<file path="config.mk">
export PLATFORM = sky130hd
export DESIGN_NAME = wcnt_capture_top
export DESIGN_NICKNAME = d
export VERILOG_FILES = /design/src/rtl/wcnt_pkg.sv /design/src/rtl/wcnt_edge_sel.sv /design/src/rtl/wcnt_core.sv /design/src/rtl/wcnt_regs.sv /design/src/rtl/wcnt_capture_top.sv
export SDC_FILE = /design/constraint.sdc
export NUM_CORES = 1
export LEC_CHECK = 0
export BUFFER_PORTS_ARGS = -buffer_cell sky130_fd_sc_hd__buf_2
export CORE_UTILIZATION = 45
export CTS_CLUSTER_DIAMETER = 150
export DETAILED_ROUTE_END_ITERATION = 7
export PLACE_DENSITY = 0.67
export SYNTH_ARGS = -nofsm -noshare
export SYNTH_HDL_FRONTEND = slang
export SYNTH_SLANG_ARGS = --single-unit
</file>
<file path="constraint.sdc">
create_clock -name clk_i -period 4.17 [get_ports clk_i]
set_input_delay 0.834 -clock clk_i [delete_from_list [all_inputs] [get_ports clk_i]]
set_output_delay 0.834 -clock clk_i [all_outputs]
set_load 0.01 [all_outputs]
</file>
<file path="src/rtl/wcnt_pkg.sv">
package wcnt_pkg;
  localparam int unsigned N_SRC  = 3;
  localparam int unsigned SEL_W  = 2;
  localparam int unsigned BYTE_W = 8;

  typedef enum logic [SEL_W-1:0] {
    TSEL_NONE = 2'd0,
    TSEL_SRC0 = 2'd1,
    TSEL_SRC1 = 2'd2,
    TSEL_SRC2 = 2'd3
  } tsel_e;

  localparam logic [1:0] ADDR_CFG  = 2'd0;
  localparam logic [1:0] ADDR_SNAP = 2'd1;
  localparam logic [1:0] ADDR_STAT = 2'd2;
endpackage

</file>
<file path="src/rtl/wcnt_edge_sel.sv">
module wcnt_edge_sel
  import wcnt_pkg::*;
(
  input  logic             clk_i,
  input  logic             rst_ni,
  input  logic [N_SRC-1:0] src_i,
  input  tsel_e            sel_i,
  output logic             evt_o
);
  logic [N_SRC-1:0] src_q;
  logic [N_SRC-1:0] rise;

  for (genvar k = 0; k < N_SRC; k++) begin : g_edge
    always_ff @(posedge clk_i or negedge rst_ni) begin
      if (!rst_ni) src_q[k] <= 1'b0;
      else         src_q[k] <= src_i[k];
    end
    assign rise[k] = src_i[k] & ~src_q[k];
  end

  always_comb begin
    unique case (sel_i)
      TSEL_SRC0: evt_o = rise[0];
      TSEL_SRC1: evt_o = rise[1];
      TSEL_SRC2: evt_o = rise[2];
      default:   evt_o = 1'b0;
    endcase
  end

  p_none_r5: assert property (@(posedge clk_i) disable iff (!rst_ni)
    (sel_i == TSEL_NONE) |-> !evt_o);

  // same source cannot fire two cycles running
  p_single_r7: assert property (@(posedge clk_i) disable iff (!rst_ni)
    evt_o |=> (!evt_o || sel_i != $past(sel_i)));
endmodule

</file>
<file path="src/rtl/wcnt_core.sv">
module wcnt_core #(
  parameter int unsigned CNT_W = 10
) (
  input  logic             clk_i,
  input  logic             rst_ni,
  input  logic             word_done_i,
  input  logic             clr_i,
  output logic [CNT_W-1:0] snap_o
);
  localparam logic [CNT_W-1:0] CNT_MAX = {CNT_W{1'b1}};

  logic [CNT_W-1:0] cnt_q;
  logic [CNT_W-1:0] snap_q;
  logic [CNT_W-1:0] inc;

  assign inc = {{(CNT_W-1){1'b0}}, word_done_i};

  always_ff @(posedge clk_i or negedge rst_ni) begin
    if (!rst_ni) begin
      cnt_q  <= '0;
      snap_q <= '0;
    end else if (clr_i) begin
      snap_q <= cnt_q;
      cnt_q  <= inc;  // coincident word counts toward next interval
    end else begin
      cnt_q  <= cnt_q + inc;
    end
  end

  assign snap_o = snap_q;

  p_hold_cnt_r2: assert property (@(posedge clk_i) disable iff (!rst_ni)
    (!clr_i && !word_done_i) |=> $stable(cnt_q));
  p_step_r2: assert property (@(posedge clk_i) disable iff (!rst_ni)
    (!clr_i && word_done_i && cnt_q != CNT_MAX) |=> cnt_q == $past(cnt_q) + 1'b1);
  p_wrap_r3: assert property (@(posedge clk_i) disable iff (!rst_ni)
    (!clr_i && word_done_i && cnt_q == CNT_MAX) |=> cnt_q == '0);
  p_capture_r4: assert property (@(posedge clk_i) disable iff (!rst_ni)
    clr_i |=> snap_q == $past(cnt_q));
  p_restart_r8: assert property (@(posedge clk_i) disable iff (!rst_ni)
    (clr_i && word_done_i) |=> cnt_q == CNT_W'(1));
  p_restart0_r8: assert property (@(posedge clk_i) disable iff (!rst_ni)
    (clr_i && !word_done_i) |=> cnt_q == '0);
  p_hold_snap_r10: assert property (@(posedge clk_i) disable iff (!rst_ni)
    !clr_i |=> $stable(snap_q));
endmodule

</file>
<file path="src/rtl/wcnt_regs.sv">
module wcnt_regs
  import wcnt_pkg::*;
#(
  parameter int unsigned CNT_W = 10
) (
  input  logic              clk_i,
  input  logic              rst_ni,
  input  logic [1:0]        addr_i,
  input  logic              wr_i,
  input  logic [BYTE_W-1:0] wdata_i,
  input  logic [CNT_W-1:0]  snap_i,
  output logic [BYTE_W-1:0] rdata_o,
  output tsel_e             sel_o,
  output logic              sw_trig_o
);
  localparam int unsigned HI_W = CNT_W - BYTE_W;

  tsel_e sel_q;
  logic  unused_wdata;

  assign unused_wdata = ^wdata_i[BYTE_W-1:SEL_W];

  always_ff @(posedge clk_i or negedge rst_ni) begin
    if (!rst_ni)                       sel_q <= TSEL_NONE;
    else if (wr_i && addr_i == ADDR_CFG) sel_q <= tsel_e'(wdata_i[SEL_W-1:0]);
  end

  assign sw_trig_o = wr_i && (addr_i == ADDR_SNAP);
  assign sel_o     = sel_q;

  always_comb begin
    rdata_o = '0;
    unique case (addr_i)
      ADDR_CFG:  rdata_o[SEL_W-1:0] = sel_q;
      ADDR_SNAP: rdata_o = snap_i[BYTE_W-1:0];
      ADDR_STAT: rdata_o[HI_W-1:0] = snap_i[CNT_W-1:BYTE_W];
      default:   rdata_o = '0;
    endcase
  end

  p_stat_wr_r11: assert property (@(posedge clk_i) disable iff (!rst_ni)
    (wr_i && addr_i != ADDR_CFG) |=> $stable(sel_q));
endmodule

</file>
<file path="src/rtl/wcnt_capture_top.sv">
module wcnt_capture_top
  import wcnt_pkg::*;
#(
  parameter int unsigned CNT_W = 10
) (
  input  logic              clk_i,
  input  logic              rst_ni,
  input  logic              word_done_i,
  input  logic [N_SRC-1:0]  trig_i,
  input  logic [1:0]        addr_i,
  input  logic              wr_i,
  input  logic [BYTE_W-1:0] wdata_i,
  output logic [BYTE_W-1:0] rdata_o
);
  tsel_e            sel;
  logic             hw_evt;
  logic             sw_trig;
  logic             clr;
  logic [CNT_W-1:0] snap;

  wcnt_edge_sel u_edge (
    .clk_i (clk_i),
    .rst_ni(rst_ni),
    .src_i (trig_i),
    .sel_i (sel),
    .evt_o (hw_evt)
  );

  // software and hardware merge into one clear
  assign clr = sw_trig | hw_evt;

  wcnt_core #(.CNT_W(CNT_W)) u_core (
    .clk_i      (clk_i),
    .rst_ni     (rst_ni),
    .word_done_i(word_done_i),
    .clr_i      (clr),
    .snap_o     (snap)
  );

  wcnt_regs #(.CNT_W(CNT_W)) u_regs (
    .clk_i    (clk_i),
    .rst_ni   (rst_ni),
    .addr_i   (addr_i),
    .wr_i     (wr_i),
    .wdata_i  (wdata_i),
    .snap_i   (snap),
    .rdata_o  (rdata_o),
    .sel_o    (sel),
    .sw_trig_o(sw_trig)
  );

  p_sw_cap_r4: assert property (@(posedge clk_i) disable iff (!rst_ni)
    (wr_i && addr_i == ADDR_SNAP) |-> clr);
endmodule

</file>
==> results of run 1 <==
-- flip-flops by register name, indices dropped and copies added (netlist names) --
| register | cells |
|---|---|
| u_core.cnt_q | 10 |
| u_core.snap_o | 10 |
| u_edge.src_q | 3 |
| u_regs.sel_o | 2 |
-- kinds of logic (layout without fill, tap and decap cells) --
| family | Yosys count | count (layout) |
|---|---|---|
| buffers and inverters | 3 | 23 |
| DFF | 25 | 25 |
| adders and majority gates | 2 | 2 |
| xor gates and xnor gates | 8 | 8 |
| muxes | 15 | 15 |
| AOI/OAI and AO/OA | 3 | 3 |
| and+or+nand+nor | 33 | 33 |
-- cell usage in the layout, fill, tap and decap left out, types with 2 or more instances in the layout --
cell type and count:
nand4_1 3, ha_1 2, nand2_1 4, clkbuf_4 3
mux2_4 11, xnor2_1 2, dfrtp_1 25, nor2_1 9
mux2_2 2, o21ai_0 2, nor3b_1 2, xor2_1 6
mux2i_1 2, buf_2 18, and2_2 6
-- report_power, final --
part	switching (W)	total, W	internal (W)	leakage (nW)
logic	0.0000482	0.000113	0.0000647	0.317
registers	0.0000275	0.000305	0.000277	0.329
clock network	0.0000739	0.000110	0.0000359	0.0177
-- layout make-up --
cell class | count | area (µm²)
sequential | 25 | 625.6
fill | 235 | 1172
multi-input combinational | 61 | 520.5
tap | 30 | 37.54
clock inverter | 1 | 5.005
inverter | 1 | 3.754
timing repair buffer | 18 | 90.09
clock buffer | 3 | 22.52
-- metal layers --
metal	share of wire, %	vias up	routed length (µm)
met5	0	-	0
met4	0.77	0	15
met3	2.5	2	48
met2	50	10	967
met1	47	364	920
li1	-	345	-
-- metrics by stage --
stage | area [µm²] | util (%) | total power, W
global route | 1305 | 52.68 | 0.0005595
floorplan | 1172 | - | 0.0003949
CTS | 1305 | 52.68 | 0.0005327
detailed placement | 1277 | 51.57 | 0.0004248
finish | 1305 | 52.68 | 0.0005273
global placement | 1277 | 51.57 | 0.0004209
-- worst paths after layout --
kind | slack (ps) | cells after the start | endpoint | from
worst max-delay path | 1850 | 5 | rdata_o[0] | addr_i[1]
worst min-delay path | 470 | 1 | u_edge.src_q[1] | rst_ni
worst max register to register | 2360 | 4 | u_core.snap_o[3] | u_regs.sel_o[1]
worst min register to register | 520 | 1 | u_core.snap_o[4] | u_core.snap_o[4]
max in group asynchronous | 3330 | 1 | u_core.snap_o[5] | rst_ni
min in group clk_i | 520 | 1 | u_core.snap_o[4] | u_core.snap_o[4]
-- worst max-delay path, stage by stage --
cell and delay, ps:
buf_2 140, nor2b_4 210, nand2_1 80, o21ai_0 70, buf_2 150
==> impl_results.md, run 1 <==
- Die Area: 2813 µm²
- Fin. Hold Viols: 0
- Clock transition at the registers of the reported paths: 140 ps
- IO Pins: 25
- Pin count of the biggest net entering global routing: 26
- Top post-synthesis cells by count: dfrtp_1, mux2_4, nor2_1
- First-pass GRT wire length: 3305 µm
- Initial antenna violation count: 0
- Slack of the critical path: 1845 ps
- Sequential share of the synthesized area: 53.36%
- DP Worst Slack: 1825 ps
- Die Wd: 53.04 µm
- Ant. Diodes: 0
- EDFF count, synth: 0
- Dpl hpwl: 1376 µm
- GP Congestion: 0.7113
- Worst-Margin Slew: approximately 560 ps
- Max Cap Violations: 0
- Pwr per Cell Area: approximately 400 nW/µm²
- Hold_ws: 470.0 ps
- DR pass1 iterations: 2
- Post-synthesis simple-gate area fraction: approximately 17%
- Xor/xnor share of the synthesized area: 5.977%
- Cells after Synth: 89
- Peak VDD IR: 257.3 µV
- Mean post-synth cell area: between 10 and 15 µm²
- Hold Crit Class: in -> async
- Dpl cells: 135
- Die height: about 53 µm
- Critical Path AT: 1490 ps
- Total Routing Usage GR: 16.32%
- Via count: 721
- Worst-Skew Late Latency: 320 ps
- Yosys Warn Count: 0
- Normalized max-slew margin: roughly 63%
- Post-synth ARST share: 100.0%
- # rows: 18
- Synthesis-to-layout area growth: 11.31%
- WL final: 1952 µm
- Placeable Area: about 2500 µm²
- Hold bufs inserted after CTS: 0
- Fmax: 430.1 MHz
- Met1 usage: 20.32%
- Setup crit end kind: output pin
- Synth Register Bits: 25
- Min Clock Period, post-route: 2325 ps
- Share of cells above drive strength 1: between 40% and 50%
- CTS tree: yes
- Crit Path Class: in -> out
- Area of the mapped netlist: between 1000 and 1500 µm²
- Netlist cell types: 25
- Dominant combinational cell family by area after synthesis: multiplexers
- Port Buffers: 18
- Commonest register cell after synthesis: dfrtp_1
- Total CTS buffers: 3
- GR peak layer: met2
- Area leader, netlist: dfrtp_1
- Period utilization: 55.75%
- Leakage power: 0.6644 nW
- Status: completed
- Crit path max fanout: 9
- Vias in the first global route: about 730
- Layout Skew: 10.93 ps
- Nets: roughly 130
- Syn_nets: 108
- Mux contribution to synthesized area: 17.72%
- Initial drt markers: 3
- CP Launch Type: primary input
- Grt total ovfl: 0
- Initial Util: 47.32%
- # setup viols final: 0
- Clock root cell: clkbuf_4
- Top cells by area, synth: dfrtp_1, mux2_4, xor2_1
- Post-DRT Antenna Nets: 0
- Adder and majority gate portion of the synthesized area: 2.134%
- Global Route met2 Usage: 28.48%
- Sum Neg Setup Slack: 0 ps
- Compound-Gate Fraction of Synth Area: around 1.3%
- Met3 track demand over resource: 2.586%
- Post-synth top area share: 53.36%
- Max-slew violations: 0
- Final non-filler cell total: 139
- Top-count cell post-synth: dfrtp_1
- H-tree depth: 1
- Wire per inst: 14.04 µm
- CTS Buffer Depth: 2
- Clock sinks: 25
- Vias/cell: 5.187
- Post-CTS resize count: 0
- CP required: 3340 ps
- Post-CTS Setup Repair Bufs: 0
- DRC: 0
- RSZ-0062 raised after global routing: false
Note: power is estimated with default switching activity, not from simulation.
==> run 2: changes to the inputs <==
PLACE_DENSITY = 0.69   (was 0.67)
clock period = 1.9 ns   (was 4.17 ns; I/O delays follow)
==> run 2 against run 1 <==
  * Power grew 120%
  * Count of clock-buffer cells in the layout increased by 1
  * Worst hold slack worse by 440 ps
  * Clock skew decreased by 8.2 ps
  * Cell area rose by 1.1%
  * Global-route usage is 1.2 points lower
  * Flip-flop and latch count unchanged
  * Routed wire length is 7.6% lower
  * Non-clock buffer count is 2 higher
  * Sequential share of layout area down 0.50 points
  * First-iteration DRC count rose by 130%
==> impl_results.md, run 2 (synthesized netlist as in run 1, its figures left out) <==
- Status: completed
- CTS Buffer Depth: 2
- CP Launch Type: register
- Register-to-register setup slack: 290 ps
- Post-DRT Antenna Nets: 0
- Initial Util: 47.32%
- Port Buffers: 18
- Initial drt markers: 7
- Layout Skew: 2.708 ps
- Launching point of the worst reg2reg path: u_regs.sel_o[0]
- Via count: 698
- Pin count of the biggest net entering global routing: 26
- Peak VDD IR: 412.4 µV
- Leakage power: 0.6719 nW
- Area occupied by multi-input gates: 520.5 µm²
- Worst Reg-to-Reg Cells: 5
- Fin. Hold Viols: 0
- Post-CTS resize count: 0
- Worst-Skew Late Latency: 310 ps
- Clock transition at the registers of the reported paths: ~130 ps
- Crit Path Class: reg -> reg
- Post-layout util: a little over half
- # rows: 18
- Filler cells: 216
- GP Congestion: 0.7106
- Pwr per Cell Area: 873.8 nW/µm²
- First-pass GRT wire length: 2960 µm
- Die Wd: 53.04 µm
- Critical Path AT: 1820 ps
- Die Area: ~2800 µm²
- Die height: ~53 µm
- Hold Crit Class: in -> async
- Vias/cell: about 5.0
- Max-slew violations: 0
- Most frequent cells in the layout: dfrtp_1, buf_2, mux2_4
- Post-CTS Setup Repair Bufs: 0
- Clock sinks: 25
- Crit path max fanout: 20
- Initial antenna violation count: 0
- Dpl cells: ~140
- Share of cells above drive strength 1: 40.54%
- Placeable Area: around 2500 µm²
- Max Cap Violations: 0
- Vias in the first global route: roughly 700
- Hold bufs inserted after CTS: 0
- DP Worst Slack: ~270 ps
- CTS tree: yes
- Setup crit end kind: register
- Nets: 131
- Grt total ovfl: 0
- H-tree depth: 1
- IO Pins: 25
- WL final: 1803 µm
- Clock root cell: clkbuf_4
- CP required: 2110 ps
- Total CTS buffers: 3
- Final non-filler cell total: 141
- Wire per inst: 12.79 µm
- Total Routing Usage GR: approximately 15%
- # setup viols final: 0
- Sum Neg Setup Slack: 0 ps
- Ant. Diodes: 0
- Min Clock Period, post-route: around 1600 ps
- Fmax: 621.6 MHz
- Reg2reg end: u_core.snap_o[9]
- Commonest non-fill, non-tap cell in the layout: dfrtp_1
- Synthesis-to-layout area growth: 12.49%
- Normalized max-slew margin: 64.07%
- Period utilization: around 85%
- DRC: 0
- FF/Latch Area: 625.6 µm²
- Slack of the critical path: 291.3 ps
- RSZ-0062 raised after global routing: false
- Worst-Margin Slew: 539.0 ps
- DR pass1 iterations: 4
- Dpl hpwl: about 1300 µm
[run 2: cell count changes in the layout (fill, tap and decap cells not counted), sizes merged]
cell and delta:
clkinv -1, clkbuf +1, buf +2
[run 2: how the worst max path moves through the flow]
stage	startpoint	to	slack (ps)	cells after the start
2_1_floorplan	u_regs.sel_o[0]	u_core.snap_o[0]	510	5
3_3_place_gp	trig_i[1]	u_core.snap_o[9]	290	6
5_1_grt	u_regs.sel_o[0]	u_core.snap_o[1]	190	5
4_1_cts	u_regs.sel_o[0]	u_core.snap_o[9]	280	5
3_5_place_dp	trig_i[1]	u_core.snap_o[9]	270	6
6_report	u_regs.sel_o[0]	u_core.snap_o[9]	290	5
[run 2: where the power goes]
group / switching [W] / internal (W)
logic: 0.000105 / 0.000146
clock network: 0.000150 / 0.0000821
registers: 0.0000618 / 0.000608
[run 2: cell type report]
cell class	count	share of cell area (%)
flip-flops and latches	25	47.44
multi-input cells	61	39.47
repair buffers	20	7.970
well taps	30	2.846
clock buffers	4	1.992
inverters	1	0.2846
[run 2: worst max-delay path, cell delays in order, from the launching register on]
cell and delay, ps:
dfrtp_1 450, nor4bb_1 280, a21oi_1 90, nand3_2 60, buf_4 290, mux2_4 330
[run 2: through the flow]
step / area, µm² / power, W / hold slack (ps)
2_1_floorplan: 1172 / 0.0008667 / 84.41
3_3_place_gp: 1292 / 0.0009288 / 397.0
3_5_place_dp: 1292 / 0.0009356 / 397.0
4_1_cts: 1319 / 0.001171 / 38.12
5_1_grt: 1319 / 0.001231 / 50.83
6_report: 1319 / 0.001152 / 28.18
[run 2: metal layers]
metal | routed length (µm) | part of all wire [%] | GRT usage (%)
met1 | 889 | 49 | 18.33
met2 | 797 | 44 | 24.68
met3 | 88 | 4.9 | 3.448
met4 | 27 | 1.5 | 7.895
met5 | 0 | 0 | 0
==> run 3: changes to the inputs <==
clock period = 1.3 ns   (was 1.9 ns; I/O delays follow)
==> run 3 against run 2 <==
  * The run now ends with setup timing left
  * Sequential power increased by 44%
  * Setup slack got worse by 440 ps
  * Worst hold slack improved by 38 ps
  * Via count increased by 7.3%
  * First-iteration DRC count unchanged
  * Cell area increased by 11%
  * Sequential share of layout area decreased by 4.9 points
  * Cell count increased by 6.4%
  * Count of clock-buffer cells in the layout unchanged
  * Critical path depth decreased by 1
  * Non-clock buffer count increased by 9
  * Clock power increased by 44%
==> impl_results.md, run 3 (synthesized netlist as in run 1, its figures left out) <==
- Final non-filler cell total: 150
- Hold depth: 1
- Wire per inst: 12.72 µm
- First-pass GRT wire length: 3132 µm
- Die Area: between 2000 and 3000 µm²
- Worst-Margin Slew: 555.6 ps
- Die height: roughly 53 µm
- Share of cells above drive strength 1: 47.50%
- Worst Reg-to-Reg Cells: 5
- Hold_ws: 65.82 ps
- # rows: 18
- DRC: 0
- Grt total ovfl: 0
- DR pass1 iterations: 3
- Dpl cells: 141
- Status: finished with violations
- Most frequent cells in the layout: dfrtp_1, buf_2, mux2_4
- Ant. Diodes: 0
- Hold worst-path end: u_edge.src_q[1]
- Filler cells: 207
- Peak VDD IR: 713.8 µV
- H-tree depth: 1
- Min Clock Period, post-route: 1453 ps
- Vias in the first global route: 677
- Max-slew violations: 0
- Crit path max fanout: 4
- Total Routing Usage GR: 15.85%
- IO Pins: 25
- Nets: 140
- DP Worst Slack: -90.49 ps
- Period utilization: 111.8%
- Pwr per Cell Area: ~1200 nW/µm²
- Layout Skew: 12.53 ps
- Dpl hpwl: 1292 µm
- Critical Path AT: roughly 1200 ps
- Normalized max-slew margin: 62.96%
- Vias/cell: about 5.0
- Crit Path Class: reg -> out
- Initial antenna violation count: 0
- Post-layout util: 59.34%
- # setup viols final: 13
- Setup crit end kind: output pin
- HP Start: trig_i[1]
- Die Wd: 53.04 µm
- Fmax: 688.1 MHz
- Clock sinks: 25
- Worst-Skew Late Latency: 310 ps
- GP Congestion: 0.7575
- Initial drt markers: 7
- RSZ-0062 raised after global routing: true
- Post-DRT Antenna Nets: 0
- Synthesis-to-layout area growth: 25.40%
- CTS tree: yes
- WL final: 1908 µm
- CP required: 1040 ps
- Total CTS buffers: 3
- Failing checks: setup timing
- Max Cap Violations: 0
- Port Buffers: 18
- CP Launch Type: register
- Clock transition at the registers of the reported paths: 120 ps
- Fin. Hold Viols: 0
- Total power: 0.001810 W
- Clock root cell: clkbuf_4
- Hold Crit Class: in -> reg
- Slack of the critical path: -153.2 ps
- Launching point of the worst reg2reg path: u_regs.sel_o[1]
- Placeable Area: between 2000 and 2500 µm²
- CTS Buffer Depth: 2
- Register-to-register setup slack: -140 ps
- Leakage power: slightly above 0.7 nW
- Commonest non-fill, non-tap cell in the layout: dfrtp_1
- Reg2reg end: u_core.snap_o[7]
- Via count: between 700 and 800
- Pin count of the biggest net entering global routing: 26
- Initial Util: 47.32%
==> run 3: metrics by stage <==
step / setup TNS, ps / instance area [µm²]
2_1_floorplan: -707.7 / 1176
3_3_place_gp: -890.2 / 1335
3_5_place_dp: -950.4 / 1335
4_1_cts: -1703 / 1379
5_1_grt: -3869 / 1470
6_report: -1681 / 1470
==> run 3: power breakdown <==
part | internal (W) | switching [W]
logic | 0.000309 | 0.000203
registers | 0.000889 | 0.0000753
clock network | 0.000120 | 0.000214
==> run 3: routing by layer <==
metal,track usage (%),vias up,routed length [µm]
met5,0,-,0
met4,7.895,0,15
met3,2.586,2,38
met2,23.00,6,871
met1,22.52,375,983
li1,-,366,-
==> run 3: worst max path at each step <==
stage	startpoint	end
after floorplan	u_regs.sel_o[0]	u_core.snap_o[0]
after global routing	u_regs.sel_o[1]	u_core.snap_o[2]
final	u_regs.sel_o[1]	rdata_o[1]
after detailed placement	u_regs.sel_o[1]	u_core.snap_o[7]
after global placement	u_regs.sel_o[1]	u_core.snap_o[3]
after CTS	u_regs.sel_o[1]	rdata_o[1]
==> run 3: final cells by class <==
| cell class | instances | area [µm²] | area share [%] |
|---|---|---|---|
| Clock buffer | 4 | 26.28 | 1.787 |
| Timing Repair Buffer | 29 | 236.5 | 16.09 |
| Inverter | 1 | 3.754 | 0.2553 |
| Sequential cell | 25 | 625.6 | 42.55 |
| Tap cell | 30 | 37.54 | 2.553 |
| Multi-Input combinational cell | 61 | 540.5 | 36.77 |
==> run 3: critical path, stage by stage (launching register included) <==
cell	delay [ps]
dfrtp_1	440
buf_6	130
mux2i_1	110
o21ai_1	70
buf_2	130
==> run 3: repair_timing <==
item,CTS,global route
setup buffers,0,4
hold buffers,1,0
pin swaps,1,0
setup endpoints to repair,15,25
gates resized for setup,3,19
endpoints found under the hold margin,25,0
